## config.mk

```make
export PLATFORM = sky130hd
export DESIGN_NAME = adc_cmp_irq
export DESIGN_NICKNAME = d
export VERILOG_FILES = /design/src/rtl/adc_cmp_pkg.sv /design/src/rtl/adc_cmp_regs.sv /design/src/rtl/adc_cmp_event.sv /design/src/rtl/adc_cmp_flag.sv /design/src/rtl/adc_cmp_irq.sv
export SDC_FILE = /design/constraint.sdc
export NUM_CORES = 1
export LEC_CHECK = 0
export BUFFER_PORTS_ARGS = -buffer_cell sky130_fd_sc_hd__buf_2
export CELL_PAD_IN_SITES_DETAIL_PLACEMENT = 0
export CELL_PAD_IN_SITES_GLOBAL_PLACEMENT = 1
export CORE_ASPECT_RATIO = 1.1
export CORE_MARGIN = 2
export CORE_UTILIZATION = 42
export CTS_CLUSTER_DIAMETER = 150
export DETAILED_ROUTE_END_ITERATION = 16
export PLACE_DENSITY = 0.87
export REMOVE_ABC_BUFFERS = 1
export SYNTH_ARGS = -nofsm -noshare
export SYNTH_HDL_FRONTEND = slang
export SYNTH_SLANG_ARGS = --single-unit
```

## constraint.sdc

```tcl
create_clock -name clk -period 2.92 [get_ports clk]
set_input_delay 0.438 -clock clk [delete_from_list [all_inputs] [get_ports clk]]
set_output_delay 0.438 -clock clk [all_outputs]
set_load 0.005 [all_outputs]
```

## src/rtl/adc_cmp_pkg.sv

```systemverilog
package adc_cmp_pkg;
  typedef enum logic [1:0] {
    EVT_DONE  = 2'b00,
    EVT_BELOW = 2'b01,
    EVT_RSVD  = 2'b10,
    EVT_ABOVE = 2'b11
  } evt_mode_t;

  localparam logic [1:0] LOC_CTRL  = 2'd0;
  localparam logic [1:0] LOC_FLAG  = 2'd1;
  localparam logic [1:0] LOC_THRLO = 2'd2;
  localparam logic [1:0] LOC_THRHI = 2'd3;
endpackage

```

## src/rtl/adc_cmp_regs.sv

```systemverilog
module adc_cmp_regs
  import adc_cmp_pkg::*;
#(
  parameter int DATA_W = 12,
  parameter int BUS_W  = 8,
  parameter int LVL_W  = 2
) (
  input  logic              clk,
  input  logic              rst,
  input  logic [1:0]        addr,
  input  logic              wr,
  input  logic [BUS_W-1:0]  wdata,
  input  logic              flag,
  output logic [BUS_W-1:0]  rdata,
  output evt_mode_t         mode,
  output logic [LVL_W-1:0]  lvl,
  output logic [DATA_W-1:0] thr,
  output logic              flag_w1c
);
  localparam int HI_W = DATA_W - BUS_W;

  logic [BUS_W-1:0] lo_stage;
  logic [BUS_W-1:0] rd_next;

  always_ff @(posedge clk) begin
    if (rst) begin
      mode     <= EVT_DONE;
      lvl      <= '0;
      thr      <= '0;
      lo_stage <= '0;
    end else if (wr) begin
      case (addr)
        LOC_CTRL:  begin
          mode <= evt_mode_t'(wdata[LVL_W+1:LVL_W]);
          lvl  <= wdata[LVL_W-1:0];
        end
        LOC_THRLO: lo_stage <= wdata;
        LOC_THRHI: thr <= {wdata[HI_W-1:0], lo_stage};
        default:   ;
      endcase
    end
  end

  assign flag_w1c = wr && (addr == LOC_FLAG) && wdata[0];

  always_comb begin
    rd_next = '0;
    case (addr)
      LOC_CTRL:  rd_next[LVL_W+1:0] = {mode, lvl};
      LOC_FLAG:  rd_next[0] = flag;
      LOC_THRLO: rd_next = thr[BUS_W-1:0];
      LOC_THRHI: rd_next[HI_W-1:0] = thr[DATA_W-1:BUS_W];
      default:   rd_next = '0;
    endcase
  end

  always_ff @(posedge clk) begin
    if (rst) rdata <= '0;
    else     rdata <= rd_next;
  end
endmodule

```

## src/rtl/adc_cmp_event.sv

```systemverilog
module adc_cmp_event
  import adc_cmp_pkg::*;
#(
  parameter int DATA_W = 12
) (
  input  logic              conv_done,
  input  logic [DATA_W-1:0] result,
  input  logic [DATA_W-1:0] thr,
  input  evt_mode_t         mode,
  output logic              set_evt
);
  logic lt, gt;

  assign lt = $signed(result) < $signed(thr);
  assign gt = $signed(result) > $signed(thr);

  always_comb begin
    case (mode)
      EVT_DONE:  set_evt = conv_done;
      EVT_BELOW: set_evt = conv_done && lt;
      EVT_ABOVE: set_evt = conv_done && gt;
      default:   set_evt = 1'b0;
    endcase
  end
endmodule

```

## src/rtl/adc_cmp_flag.sv

```systemverilog
module adc_cmp_flag #(
  parameter int LVL_W = 2
) (
  input  logic             clk,
  input  logic             rst,
  input  logic             set_evt,
  input  logic             flag_w1c,
  input  logic             vec_ack,
  input  logic [LVL_W-1:0] lvl,
  output logic             flag,
  output logic             irq_req,
  output logic [LVL_W-1:0] irq_lvl
);
  always_ff @(posedge clk) begin
    if (rst) begin
      flag    <= 1'b0;
      irq_req <= 1'b0;
      irq_lvl <= '0;
    end else begin
      if (set_evt)                  flag <= 1'b1;
      else if (flag_w1c || vec_ack) flag <= 1'b0;
      irq_req <= flag && (lvl != '0);
      irq_lvl <= lvl;
    end
  end
endmodule

```

## src/rtl/adc_cmp_irq.sv

```systemverilog
module adc_cmp_irq
  import adc_cmp_pkg::*;
#(
  parameter int DATA_W = 12,
  parameter int BUS_W  = 8,
  parameter int LVL_W  = 2
) (
  input  logic              clk,
  input  logic              rst,
  input  logic [1:0]        bus_addr,
  input  logic              bus_wr,
  input  logic [BUS_W-1:0]  bus_wdata,
  output logic [BUS_W-1:0]  bus_rdata,
  input  logic              conv_done,
  input  logic [DATA_W-1:0] conv_result,
  input  logic              vec_ack,
  output logic              irq_req,
  output logic [LVL_W-1:0]  irq_lvl
);
  evt_mode_t         mode;
  logic [LVL_W-1:0]  lvl;
  logic [DATA_W-1:0] thr;
  logic              flag_q;
  logic              flag_w1c;
  logic              set_evt;

  adc_cmp_regs #(.DATA_W(DATA_W), .BUS_W(BUS_W), .LVL_W(LVL_W)) u_regs (
    .clk(clk), .rst(rst), .addr(bus_addr), .wr(bus_wr), .wdata(bus_wdata),
    .flag(flag_q), .rdata(bus_rdata), .mode(mode), .lvl(lvl), .thr(thr),
    .flag_w1c(flag_w1c)
  );

  adc_cmp_event #(.DATA_W(DATA_W)) u_evt (
    .conv_done(conv_done), .result(conv_result), .thr(thr), .mode(mode),
    .set_evt(set_evt)
  );

  adc_cmp_flag #(.LVL_W(LVL_W)) u_flag (
    .clk(clk), .rst(rst), .set_evt(set_evt), .flag_w1c(flag_w1c),
    .vec_ack(vec_ack), .lvl(lvl), .flag(flag_q), .irq_req(irq_req),
    .irq_lvl(irq_lvl)
  );
endmodule

```

# Word level (Yosys, flattened, before mapping)
# Index checks and enable logic that the tools add are counted.
totals:
  regBits: 36
  in_bits: 27
  output_inout_bits: 11
  word_cells: 36
classes:
  order_cmp: 2
  eq_ne: 5
  muxes: 5
  bitwise: 1
  n_reduce_logical: 14
op_table:
  columns: ["operator", "count"]
  rows:
  - ["$gt 12x12->1", 1]
  - ["$lt 12x12->1", 1]
  - ["$pmux 3 s3", 1]
  - ["$eq 2x2->1 const B", 3]
  - ["$reduce_and 2->1", 3]
  - ["$logic_and 1x1->1", 5]
  - ["$eq 2x1->1 const B", 2]
  - ["$logic_not 2->1", 2]
  - ["$pmux 1 s4", 1]
  - ["$reduce_bool 2->1", 2]
  - ["$pmux 1 s3", 1]
  - ["$mux 1", 2]
  - ["$reduce_or 2->1", 1]
  - ["$logic_or 1x1->1", 1]
  - ["$not 1->1", 1]

# Depth between registers and ports, before layout
logic_depth:
  depth_word: 6
  mapped_depth: 7
  mapped_depth_nobuf: 7

# Cells and area by module
# Synthesis repeated with hierarchy kept, for this count alone.
hier_totals:
  hier_cells: 169
  area_unflattened_um2: 1760.4
by_module_without_submodules:
  columns: ["module", "n_inst", "cells_each", "area_per_inst_um2"]
  rows:
  - ["adc_cmp_regs", 1, 114, 1291.2]
  - ["adc_cmp_event", 1, 44, 347.8]
  - ["adc_cmp_flag", 1, 11, 121.4]

# Worst setup path after synthesis
# Ideal clock, no wire load.
synth_path:
  kind: "in2reg"
  from: "input port conv_result[11]"
  to: "register u_flag.flag"
  setup_time_ps: 72
  t_arrival_ps: 1368
  required_time_ps: 2848
  slack_ps: 1480
  path_stages: 6
  n_path_buf: 0
  cell_sequence: "ha_1 nand4_1 nor2_1 o21ai_0 a31oi_1 mux2i_1"
synth_via:
  elab_chain_len: 4
  word_cells_on_any_way: 7
  classes_between: "order compare: 2; mux: 2; reduce/logical: 3"
synth_rtl:
  columns: ["element", "line_no", "source"]
  rows:
  - ["start: declaration", "adc_cmp_irq.sv:15", "input logic [DATA_W-1:0] conv_result,"]
  - ["$gt 12x12->1 or $lt 12x12->1 (tied branches)", "adc_cmp_event.sv:15, adc_cmp_event.sv:14", null]
  - ["$logic_and 1x1->1, on equally long branches", "adc_cmp_event.sv:21, adc_cmp_event.sv:20", null]
  - ["$pmux 1 s3 (*)", "adc_cmp_event.sv:18", "case (mode)"]
  - ["$mux 1 or $reduce_bool 2->1 (tied branches)", null, null]
  - ["end signal: assignment", "adc_cmp_flag.sv:16", "flag <= 1'b0;"]
  - ["end signal: assignment", "adc_cmp_flag.sv:20", "if (set_evt) flag <= 1'b1;"]
  - ["end signal: assignment", "adc_cmp_flag.sv:21", "else if (flag_w1c || vec_ack) flag <= 1'b0;"]
  - ["end: declaration", "adc_cmp_flag.sv:10", "output logic flag,"]
# Mark *: on every way between the ends. The rest lies on a longest branch, timed or not.
# A chain may end at the register's enable or synchronous reset.

# Worst setup path in the final report
layout_path:
  from: "register u_regs.thr[11]"
  to: "register u_flag.flag"
layout_via:
  elab_chain_len: 4
  word_cells_on_any_way: 7
  classes_between: "order compare: 2; mux: 2; reduce/logical: 3"
layout_rtl:
  columns: ["element", "line_no", "source"]
  rows:
  - ["start: declaration", "adc_cmp_regs.sv:17", "output logic [DATA_W-1:0] thr,"]
  - ["start signal: assignment", "adc_cmp_regs.sv:38", "LOC_THRHI: thr <= {wdata[HI_W-1:0], lo_stage};"]
  - ["$gt 12x12->1 or $lt 12x12->1 (tied branches)", "adc_cmp_event.sv:15, adc_cmp_event.sv:14", null]
  - ["$logic_and 1x1->1, on equally long branches", "adc_cmp_event.sv:21, adc_cmp_event.sv:20", null]
  - ["$pmux 1 s3 (*)", "adc_cmp_event.sv:18", null]
  - ["$mux 1 or $reduce_bool 2->1 (tied branches)", null, null]
# Marked as above.

==> impl_metrics.ini <==
[status]
outcome = completed

[floorplan]
dieArea_um2 = 4490
die_x_um = 64.1
ios = 38
fp.dieH_um = 70.1
initial_core_util = 0.431
core_area_um2 = 3870
rows = 24

[sta]
timing.fmax_ghz = 0.606
worstMarginPinSlew_ns = 0.642
drv_slew = 0
tns_ns = 0
finClkSkew_ns = 0.00429
grt_setup_unrepaired = no
finalSetupViolCount = 0
fin_crit_ns = 1.65
slew_headroom = 0.572
fin_crit_sh = 0.565
hold_violations = 0
fin_ws_ns = 1.27

[detailed_routing]
drt-initial-drc-count = 28
dr.pass1.iters = 4
drc = 0
totalWireLength_um = 3110
post_drt_wl_per_cell_um = 11.5
vias = 1284
ant_nets = 0
vias_per_cell = 4.74

[cells_and_area]
layout_common_cells = 37 x buf_2, 36 x dfxtp_1, 25 x nand2_1, 19 x nor2_1, 16 x a21oi_1
fillers = 377
drive_gt1_frac = 0.233
final_common_cell = buf_2
diodes = 0
final_nets = 257
area_growth_pct = 18.4

[clock_network]
cts.hold.buffers_added = 0
numCtsBuffers = 5
cts_buffer_depth = 2
clk_latency_ns = 0.28
cts_tree = done
htree_num_levels = 2
cts.sinks = 36
cts.repair.resized = 0
root_buffer = clkbuf_8
cts_setup_buffers = 0
clk_transition_reported_paths_ns = 0.07

[placed_design]
post-place-ws_ns = 1.15
io_buffers = 37
dp_hpwl_um = 2380
place_congestion = 0.694

[logic_synthesis]
netlist_area_um2 = 1670
yosys_warnings = 0
synthCells = 182
avgSynthCellArea_um2 = 9.16
seq_area_frac_synth = 0.432
synth.distinct_cells = 29
synth.ff_latch_count = 36

[worst_setup_path]
crit_type = flop to flop
timing.critical_path.arrival_ns = 1.87
critPathLaunchType = flop
worst-path-buf-inv = 1
cp_slowest_stage_delay_ns = 0.36
critPathSlowestCell = dfxtp_1
critPathRequiredTime_ns = 3.14
critPathTopFamily = flip-flops
critical_path.cell_chain = inv_1, ha_1, nand4_1, nor2_1, o21ai_0, a31oi_1, mux2i_1
critical_path.endpoint_type = flop
cp_max_fo = 3

[global_route]
grt_use_total = 0.152
antenna_found_initial = 0
overflow = 0
grt_pass1_wl_um = 5280
grt_pass1_vias = 1224
grt_max_degree = 34

[power]
p_comb_frac = 0.091
switching_power_uw = 232
peakVddDrop_mv = 0.286
clockPowerShare = 0.415
seq_power_share = 0.494
power_density_nw_per_um2 = 521
p_leak_nw = 0.871
power_report.internal_total_uw = 798
switching_share = 0.225

[job]
drv_cap = 0

[worst_hold_path]
min_path_type = input pin to flop
power groups by stage:
stage               Sequential [mW]  Combinational (mW)  Clock [mW]
floorplan                     0.518              0.0493           0
global placement              0.520              0.0936           0
detailed placement            0.520              0.0947           0
CTS                           0.509              0.0949       0.441
global route                  0.510               0.106       0.459
finish                        0.509              0.0932       0.427
kinds of logic (layout without fill, tap and decap cells):
kind of cell	Yosys count	count (layout)	share of synthesized area
AND/OR/NAND/NOR	67	67	0.209
flip-flops	36	36	0.432
AO/OA/AOI/OAI	29	29	0.0983
buffers and inverters	22	59	0.0645
multiplexers	16	16	0.106
adder cells (fa/ha/maj)	12	12	0.0900
synthesized netlist by cell type:
cell      number  area, um2
o21ai_0        3       15.0
nor2_2         3       18.8
mux4_1         1       26.3
nand3_1        2       10.0
nor4b_4        1       23.8
and2_1         4       25.0
buf_2          5       25.0
nor3b_4        1       18.8
nand4_1        2       12.5
o21a_1         1       7.51
a211oi_1       1       7.51
mux2i_1       15        150
buf_4          1       7.51
a31oi_1        5       31.3
inv_1         14       52.6
and4b_1        1       10.0
nor2_1        19       71.3
and3_1         2       12.5
buf_6          2       22.5
a21boi_0       1       7.51
a21oi_1       16       80.1
a21o_1         1       7.51
nor2b_1        4       25.0
nor3b_2        1       12.5
ha_1          12        150
dfxtp_1       36        721
nand2_1       25       93.8
o21bai_1       1       7.51
nand3b_1       2       15.0
path summary, 6_finish.rpt:
check / from / to / slack [ns] / depth (start not counted)
hold / removal: bus_wdata[6] / u_regs.lo_stage[6] / 0.39 / 3
hold reg to reg: u_regs.lo_stage[0] / u_regs.thr[0] / 0.46 / 2
setup reg to reg: u_regs.thr[11] / u_flag.flag / 1.27 / 7
setup / recovery: u_regs.thr[11] / u_flag.flag / 1.27 / 7
registers in the layout (all words and copies together) (netlist names):
| signal | flops |
|---|---|
| u_flag.flag | 1 |
| u_flag.irq_lvl | 2 |
| u_flag.irq_req | 1 |
| u_regs.lo_stage | 8 |
| u_regs.lvl | 2 |
| u_regs.mode | 2 |
| u_regs.rdata | 8 |
| u_regs.thr | 12 |
tightest hold or removal path, cell delays in order:
cell and delay (ns):
buf_2 0.08, mux2i_1 0.06, nor2_1 0.07
metal layers:
metal,GRT usage,routed length (um),vias to the layer above
li1,-,-,681
met1,0.187,1490,573
met2,0.243,1410,24
met3,0.0435,136,6
met4,0.0725,68,0
met5,0,0,-
stage by stage:
| step | utilization | hold slack (ns) | cells | area [um2] | power [mW] |
|---|---|---|---|---|---|
| CTS | 0.510 | 0.384 | 271 | 1970 | 1.04 |
| detailed placement | 0.481 | 0.444 | 263 | 1860 | 0.615 |
| floorplan | - | 0.425 | 174 | 1610 | 0.568 |
| finish | 0.510 | 0.390 | 271 | 1970 | 1.03 |
| global placement | 0.481 | 0.440 | 263 | 1860 | 0.614 |
| global route | 0.510 | 0.384 | 271 | 1970 | 1.08 |
layout make-up:
| type | instances | area (um2) | area share |
|---|---|---|---|
| Inverter | 14 | 52.6 | 0.0266 |
| Clock buffer | 5 | 68.8 | 0.0349 |
| Sequential cell | 36 | 721 | 0.365 |
| Clock inverter | 3 | 42.5 | 0.0215 |
| Timing Repair Buffer | 37 | 185 | 0.0938 |
| Tap cell | 52 | 65.1 | 0.0330 |
| Multi-Input combinational cell | 124 | 840 | 0.425 |
(Power assumes the default switching activity.)
